File: src/rtl/cbr_pkg.sv
package cbr_pkg;
   // address span granularity: one register per 2 KB of address space
   localparam int SPAN_LSB      = 11;
   // span indices (address bits 15:11) of the first register of each group
   localparam int PAT_SPAN0     = 'h10;
   localparam int NT_SPAN0      = 'h18;
   localparam int PRG_SPAN0     = 'h1C;
   localparam int IRQ_LO_SPAN   = 'h0A;
   localparam int IRQ_HI_SPAN   = 'h0B;
   localparam int FLAG_ADDR     = 'hE800;

   typedef struct packed {
      logic hi;
      logic lo;
   } half_en_t;
endpackage

File: src/rtl/cbr_decode.sv
module cbr_decode import cbr_pkg::*; #(
   parameter int ADDR_W = 16,
   parameter int N_PAT  = 8,
   parameter int N_NT   = 4,
   parameter int N_PRG  = 3
) (
   input  logic              wr_en,
   input  logic [ADDR_W-1:0] addr,
   output logic [N_PAT-1:0]  pat_we,
   output logic [N_NT-1:0]   nt_we,
   output logic [N_PRG-1:0]  prg_we,
   output logic              irq_lo_we,
   output logic              irq_hi_we,
   output logic              flag_we
);
   localparam int SPAN_W = ADDR_W - SPAN_LSB;

   if (SPAN_W < 1) begin : g_bad_w
      $error("cbr_decode: ADDR_W too small for span decode");
   end
   if (PAT_SPAN0 + N_PAT > NT_SPAN0 || NT_SPAN0 + N_NT > PRG_SPAN0) begin : g_bad_map
      $error("cbr_decode: register groups overlap");
   end

   logic [SPAN_W-1:0] span;
   assign span = addr[ADDR_W-1:SPAN_LSB];

   for (genvar k = 0; k < N_PAT; k++) begin : g_pat
      assign pat_we[k] = wr_en && (span == SPAN_W'(PAT_SPAN0 + k));
   end
   for (genvar k = 0; k < N_NT; k++) begin : g_nt
      assign nt_we[k] = wr_en && (span == SPAN_W'(NT_SPAN0 + k));
   end
   for (genvar w = 0; w < N_PRG; w++) begin : g_prg
      assign prg_we[w] = wr_en && (span == SPAN_W'(PRG_SPAN0 + w));
   end

   assign irq_lo_we = wr_en && (span == SPAN_W'(IRQ_LO_SPAN));
   assign irq_hi_we = wr_en && (span == SPAN_W'(IRQ_HI_SPAN));
   assign flag_we   = wr_en && (addr == ADDR_W'(FLAG_ADDR));
endmodule

File: src/rtl/cbr_slot_reg.sv
module cbr_slot_reg #(
   parameter int          DATA_W  = 8,
   parameter logic [7:0]  RAM_MIN = 8'hE0
) (
   input  logic              clk,
   input  logic              rst_n,
   input  logic              we,
   input  logic [DATA_W-1:0] data,
   input  logic              gate,
   output logic [DATA_W-1:0] bank,
   output logic              is_ram
);
   localparam logic [DATA_W-1:0] THRESH = DATA_W'(RAM_MIN);

   if (DATA_W < 8) begin : g_bad_w
      $error("cbr_slot_reg: DATA_W must hold the RAM threshold");
   end

   always_ff @(posedge clk or negedge rst_n) begin
      if (!rst_n) begin
         bank   <= '0;
         is_ram <= 1'b0;
      end else if (we) begin
         bank   <= data;
         is_ram <= gate && (data >= THRESH);
      end
   end
endmodule

File: src/rtl/cbr_irq_load.sv
module cbr_irq_load #(
   parameter int DATA_W = 8,
   parameter int CNT_W  = 15
) (
   input  logic              clk,
   input  logic              rst_n,
   input  logic              lo_we,
   input  logic              hi_we,
   input  logic [DATA_W-1:0] data,
   output logic [CNT_W-1:0]  count,
   output logic              enable
);
   localparam int HI_W = CNT_W - DATA_W;

   if (HI_W < 1 || HI_W > DATA_W - 1) begin : g_bad_w
      $error("cbr_irq_load: upper count part must fit below the enable bit");
   end

   always_ff @(posedge clk or negedge rst_n) begin
      if (!rst_n) begin
         count  <= '0;
         enable <= 1'b0;
      end else if (lo_we) begin
         count[DATA_W-1:0] <= data;
      end else if (hi_we) begin
         count[CNT_W-1:DATA_W] <= data[HI_W-1:0];
         enable                <= data[DATA_W-1];
      end
   end
endmodule

File: src/rtl/cart_bank_regs.sv
module cart_bank_regs import cbr_pkg::*; #(
   parameter int         ADDR_W    = 16,
   parameter int         DATA_W    = 8,
   parameter int         N_PAT     = 8,
   parameter int         N_NT      = 4,
   parameter int         N_PRG     = 3,
   parameter int         PRG_SHIFT = 1,
   parameter int         CNT_W     = 15,
   parameter int         LO_EN_BIT = 6,
   parameter int         HI_EN_BIT = 7,
   parameter logic [7:0] RAM_MIN   = 8'hE0,
   localparam int        PRG_W     = DATA_W + PRG_SHIFT
) (
   input  logic                    clk,
   input  logic                    rst_n,
   input  logic                    wr_en,
   input  logic [ADDR_W-1:0]       wr_addr,
   input  logic [DATA_W-1:0]       wr_data,
   output logic [N_PAT*DATA_W-1:0] pat_bank,
   output logic [N_PAT-1:0]        pat_is_ram,
   output logic [N_NT*DATA_W-1:0]  nt_bank,
   output logic [N_NT-1:0]         nt_is_ram,
   output logic [N_PRG*PRG_W-1:0]  prg_bank,
   output logic [CNT_W-1:0]        irq_count,
   output logic                    irq_enable
);
   localparam int HALF = N_PAT / 2;

   if (N_PAT % 2 != 0) begin : g_bad_pat
      $error("cart_bank_regs: pattern slots must split into two halves");
   end
   if (LO_EN_BIT >= DATA_W || HI_EN_BIT >= DATA_W || LO_EN_BIT == HI_EN_BIT) begin : g_bad_bits
      $error("cart_bank_regs: enable bit positions invalid");
   end

   logic [N_PAT-1:0] pat_we;
   logic [N_NT-1:0]  nt_we;
   logic [N_PRG-1:0] prg_we;
   logic             irq_lo_we, irq_hi_we, flag_we;
   half_en_t         half_en;

   cbr_decode #(
      .ADDR_W(ADDR_W), .N_PAT(N_PAT), .N_NT(N_NT), .N_PRG(N_PRG)
   ) i_decode (
      .wr_en     (wr_en),
      .addr      (wr_addr),
      .pat_we    (pat_we),
      .nt_we     (nt_we),
      .prg_we    (prg_we),
      .irq_lo_we (irq_lo_we),
      .irq_hi_we (irq_hi_we),
      .flag_we   (flag_we)
   );

   always_ff @(posedge clk or negedge rst_n) begin
      if (!rst_n) begin
         half_en <= '0;
      end else if (flag_we) begin
         half_en.lo <= wr_data[LO_EN_BIT];
         half_en.hi <= wr_data[HI_EN_BIT];
      end
   end

   for (genvar k = 0; k < N_PAT; k++) begin : g_pat
      logic gate;
      if (k < HALF) begin : g_low
         assign gate = half_en.lo;
      end else begin : g_high
         assign gate = half_en.hi;
      end
      cbr_slot_reg #(.DATA_W(DATA_W), .RAM_MIN(RAM_MIN)) i_slot (
         .clk    (clk),
         .rst_n  (rst_n),
         .we     (pat_we[k]),
         .data   (wr_data),
         .gate   (gate),
         .bank   (pat_bank[k*DATA_W +: DATA_W]),
         .is_ram (pat_is_ram[k])
      );
   end

   for (genvar k = 0; k < N_NT; k++) begin : g_nt
      cbr_slot_reg #(.DATA_W(DATA_W), .RAM_MIN(RAM_MIN)) i_slot (
         .clk    (clk),
         .rst_n  (rst_n),
         .we     (nt_we[k]),
         .data   (wr_data),
         .gate   (1'b1),
         .bank   (nt_bank[k*DATA_W +: DATA_W]),
         .is_ram (nt_is_ram[k])
      );
   end

   logic [PRG_W-1:0] prg_scaled;
   if (PRG_SHIFT == 0) begin : g_noscale
      assign prg_scaled = wr_data;
   end else begin : g_scale
      assign prg_scaled = {wr_data, {PRG_SHIFT{1'b0}}};
   end

   for (genvar w = 0; w < N_PRG; w++) begin : g_prg
      always_ff @(posedge clk or negedge rst_n) begin
         if (!rst_n) begin
            prg_bank[w*PRG_W +: PRG_W] <= '0;
         end else if (prg_we[w]) begin
            prg_bank[w*PRG_W +: PRG_W] <= prg_scaled;
         end
      end
   end

   cbr_irq_load #(.DATA_W(DATA_W), .CNT_W(CNT_W)) i_irq (
      .clk    (clk),
      .rst_n  (rst_n),
      .lo_we  (irq_lo_we),
      .hi_we  (irq_hi_we),
      .data   (wr_data),
      .count  (irq_count),
      .enable (irq_enable)
   );
endmodule

File: config.mk
export PLATFORM = sky130hd
export DESIGN_NAME = cart_bank_regs
export DESIGN_NICKNAME = d
export VERILOG_FILES = /design/src/rtl/cbr_pkg.sv /design/src/rtl/cbr_decode.sv /design/src/rtl/cbr_slot_reg.sv /design/src/rtl/cbr_irq_load.sv /design/src/rtl/cart_bank_regs.sv
export SDC_FILE = /design/constraint.sdc
export NUM_CORES = 1
export LEC_CHECK = 0
export BUFFER_PORTS_ARGS = -buffer_cell sky130_fd_sc_hd__buf_2
export CORE_MARGIN = 1.5
export CORE_UTILIZATION = 46
export CTS_CLUSTER_SIZE = 30
export DETAILED_ROUTE_END_ITERATION = 7
export PLACE_DENSITY = 0.76
export SLEW_MARGIN = 20
export SYNTH_ARGS = -nofsm -noshare
export SYNTH_HDL_FRONTEND = slang
export SYNTH_SLANG_ARGS = --single-unit
export TNS_END_PERCENT = 5
File: constraint.sdc
create_clock -name clk -period 0.9 [get_ports clk]
set_clock_uncertainty 0.05 [all_clocks]
set_input_delay 0.18 -clock clk [delete_from_list [all_inputs] [get_ports clk]]
set_output_delay 0.18 -clock clk [all_outputs]
set_load 0.01 [all_outputs]
# Yosys cells after proc, flatten, opt, wreduce, memory -nomap -nowiden
# Cells that the tools add are included.
# word_totals
regBits	150
# classes
magnitude_cmp	1
n_eq_ne	18
n_bitwise	1
n_reduce_logical	21
# ops
cell	n
$eq A5 B5 Y1 const B	15
$logic_and A1 B1 Y1	20
$eq A16 B16 Y1 const B	1
$eq A5 B4 Y1 const B	2
$ge A8 B8 Y1 const B	1
$reduce_and A2 Y1	1
$not A1 Y1	1

# Longest topological paths before layout
# depth
ltp_word	4
mapped_depth	6
mapped_depth_nobuf	4

# By module
# From an unflattened synthesis, not the netlist that was laid out.
# unflattened
cells_unflattened	383
hier_area_um2	6459.9
# modules_own_cells
mod	n_inst	cells_per_inst	area_each_um2	seq_area_each_um2
cbr_slot_reg	12	21	376.6	225.2
cart_bank_regs	1	60	1097.3	650.6
cbr_irq_load	1	35	646.9	400.4
cbr_decode	1	36	196.4	0.0

# Least setup slack after synthesis
# OpenSTA, ideal clock, no wires.
# synth_timing
kind	input to register
startpoint	input port wr_addr[13]
endpoint	register i_irq.count[10]
arrival_time_ps	1292
required_ps	725
path_slack_ps	-567
path_stages	6
path_cell_list	nand2b_1 > buf_2 > nor3b_1 > and3_1 > buf_4 > mux2_2
# synth_via
elab_chain_cells	4
word_cells_on_any_way	6
classes_between	eq/ne (2); bitwise (1); reduce/logical (3)
# synth_lines
element	line	text
start, declared	cart_bank_regs.sv:17	input logic [ADDR_W-1:0] wr_addr,
$eq A5 B4 Y1	cbr_decode.sv:38	assign irq_lo_we = wr_en && (span == SPAN_W'(IRQ_LO_SPAN));
$logic_and A1 B1 Y1	cbr_decode.sv:38	
$not A1 Y1 (no source line)	n/a	
$reduce_and A2 Y1 (no source line) (*)	n/a	
end signal, assigned by index	cbr_irq_load.sv:24	count[DATA_W-1:0] <= data;
end signal, assigned by index	cbr_irq_load.sv:26	count[CNT_W-1:DATA_W] <= data[HI_W-1:0];
end, declared	cbr_irq_load.sv:10	output logic [CNT_W-1:0] count,
# Mark *: on every way between the ends. The rest lies on a longest branch, timed or not.
# A chain may end at the register's enable or synchronous reset.

# Worst setup path after layout
# layout_timing
startpoint	register g_nt[1].i_slot.bank[7]
endpoint	output port nt_bank[15]
# layout_lines
element	line	text
start, declared	cbr_slot_reg.sv:10	output logic [DATA_W-1:0] bank,
start signal, assigned	cbr_slot_reg.sv:24	bank <= data;
end, declared	cart_bank_regs.sv:21	output logic [N_NT*DATA_W-1:0] nt_bank,
# No word-level cell between the ends.

==> impl_metrics.tcl <==
set metrics [dict create \
    p_total_mw 20.21 \
    drv_slew 0 \
    wl_met2_um 8080 \
    dp_hpwl_um 10510 \
    crit_path_start_kind "register" \
    max_stage_delay_ns 0.41 \
    crit_chain "buf_6" \
    nets 611 \
    violations "setup timing" \
    p_switching_mw 5.245 \
    ant_nets 0 \
    yosysWarnings 0 \
    antenna_found_initial 0 \
    wire_per_inst_um 20.11 \
    portBuffers 174 \
    crit_slowest_cell "dfrtp_1" \
    synth_top_cell_by_area "dfrtp_1" \
    p_clk_frac 0.348 \
    synth_compound_area_frac 0 \
    synthCells 364 \
    diodes 0 \
    grt_pass1_vias 4124 \
    wirelength_um 15470 \
    finalCritPeriodShare 1.325 \
    rsz0062_at_grt "yes" \
    viasPerCell 5.065 \
    max-vdd-ir-drop_mv 1.646 \
    fillCellCount 875 \
    htreeDepth 4 \
    critPathBufInv 1 \
    finalCriticalPeriod_ns 1.193 \
    seq_area_um2 3754 \
    synth.area.mux_share 0.2874 \
    io_pins 178 \
    p_per_area_nw_per_um2 2355 \
    tns_ns -48.83 \
    dr.pass1.iters 4 \
    ys_ff_latch 150 \
    synth_top_family_by_area "multiplexers" \
    swShare 0.2595 \
    cts.sinks 150 \
    cts_tree "yes" \
    synth_area_per_cell_um2 16.15 \
    via_count 3895 \
    rows 41 \
    dpl.cell_count 727 \
    timing.final.hold_violations 0 \
    cts_root_buffer "clkbuf_16" \
    hold_slack_ns 0.1753 \
    required_ns 0.67 \
    wl_met3_um 669 \
    synth_edf_count 0 \
    clk_latency_ns 0.41 \
    p_int_mw 14.97 \
    synthXorXnorAreaFrac 0 \
    gr-total-overflow 0 \
    topRoutingLayerUsed "met4" \
    status "finished with violations" \
    clk_pin_slew_ns 0.06 \
    layout-drive-gt1-share 0.7203 \
    combPwrFrac 0.223 \
    ys_seq_area_frac 0.6386 \
    dieArea_um2 13470 \
    final_cells 769 \
    fp.dieW_um 116.0 \
    power_frac_seq 0.429 \
    path_max_fanout 2 \
    die_h_um 116.0 \
    netlist_area_um2 5878 \
    yosys-top-cells-count "dfrtp_1 (150), mux2_2 (150), buf_4 (16)" \
    maxCapViolations 0 \
    synthFlopType "dfrtp_1" \
    grt_pass1_wl_um 22960 \
    met1Wirelength_um 6433 \
    synth.area.top_cells "dfrtp_1 (64%), mux2_2 (29%), buf_4 (2.0%)" \
    cts_buffers 17 \
    fp.coreArea_um2 12570 \
    worstPathArrival_ns 0.96 \
    synth_fa_ha_area_frac 0 \
    worst-setup-path-type "register to output pin" \
    drt_iter0_drc 121 \
    area_delta_synth_final_pct 46.00 \
    grt_max_degree 26 \
    cp_top_family "flip-flops" \
    synthArstFlopShare 1.000 \
    synth_top_cell_area_share 0.6386 \
    gp_congestion 0.7896 \
    synth_cell_types 24 \
    max_freq_mhz 838.4 \
    setup_ws_ns -0.2927 \
    holdCritPathClass "input port to async pin" \
    cts.path.max_buffers 2 \
    drc 0 \
    track_usage 0.2346 \
    setup_viol 281 \
    leakage_nw 4.368 \
    initial_core_util 0.4677 \
    multi_input_area_um2 2236 \
    synth_simple_gate_area_frac 0.04449 \
    end_kind "output pin" \
]
## metrics by stage
step           instance area (um^2)    util  worst slack [ns]
2_1_floorplan                  5957       -           -0.4647
3_3_place_gp                   7342  0.5842           -0.6401
3_5_place_dp                   7342  0.5842           -0.6790
4_1_cts                        8315  0.6616           -0.3071
5_1_grt                        8582  0.6828           -0.3204
6_report                       8582  0.6828           -0.2927
## timing repair
action | 4_1_cts | 5_1_grt
hold buffers | 1 | 0
endpoints found under the hold margin | 150 | 0
pin swaps | 5 | 3
resized for setup | 73 | 50
setup endpoints to repair | 291 | 298
buffers inserted | 4 | 5
## state kept, by name, indices dropped and copies added, names as in the netlist
register             count
g_nt.i_slot.bank        32
g_nt.i_slot.is_ram       4
g_pat.gate               2
g_pat.i_slot.bank       64
g_pat.i_slot.is_ram      8
i_irq.count             15
i_irq.enable             1
prg_bank                24
## power groups by stage
stage          clock [mW]  sequential, mW  combinational (mW)
6_report             7.04            8.67                4.50
5_1_grt              7.46            8.80                4.80
4_1_cts              7.16            8.63                4.22
3_5_place_dp            0            8.68                3.78
3_3_place_gp            0            8.59                3.67
2_1_floorplan           0            9.21                1.24
## logic make-up after synthesis
logic type | after synthesis
simple gates | 35
flops | 150
other cells | 1
mux | 150
buf+inv | 28
## cell type report
type / count / share of cell area
flip-flops and latches: 150 / 0.4374
multi-input cells: 188 / 0.2605
repair buffers: 227 / 0.2075
clock buffers: 24 / 0.05846
well taps: 172 / 0.02508
clock inverters: 8 / 0.01108
## final timing paths
path / from / to / slack [ns] / cells past startpoint
worst min-delay path: rst_n / g_pat[3].i_slot.is_ram$_DFFE_PN0P_ / 0.18 / 2
worst min register to register: g_pat[4].i_slot.bank[7]$_DFFE_PN0P_ / g_pat[4].i_slot.bank[7]$_DFFE_PN0P_ / 0.45 / 1
min in group clk: wr_addr[10] / g_pat[0].gate$_DFFE_PN0P_ / 0.23 / 4
max in group asynchronous: rst_n / g_pat[4].i_slot.bank[1]$_DFFE_PN0P_ / 0.19 / 3
worst max-delay path: g_nt[1].i_slot.bank[7]$_DFFE_PN0P_ / nt_bank[15] / -0.29 / 1
worst max register to register: prg_bank[6]$_DFFE_PN0P_ / prg_bank[6]$_DFFE_PN0P_ / -0.16 / 3
## routing by layer
layer,up-vias,track usage
li1,1713,-
met1,2047,0.2865
met2,114,0.4051
met3,21,0.05596
met4,0,0.08862
met5,-,0
## cell usage in the layout, fill, tap and decap left out, drive strengths merged
master / netlist / layout
buf: 20 / 225
dfrtp: 150 / 150
mux2: 150 / 150
clkbuf: 8 / 25
nor2: 9 / 9
nand2b: 5 / 5
clkinv: 0 / 4
nand2: 4 / 4
conb: 1 / 3
nor3: 3 / 3
nor4: 3 / 3
nand4: 2 / 2
and2: 2 / 2
bufinv: 0 / 2
clkinvlp: 0 / 2
and3: 2 / 2
and2b: 1 / 1
nand3: 1 / 1
nand4b: 1 / 1
nor3b: 1 / 1
and4: 1 / 1
dlygate4sd3: 0 / 1
Note: power is estimated with default switching activity, not from simulation.
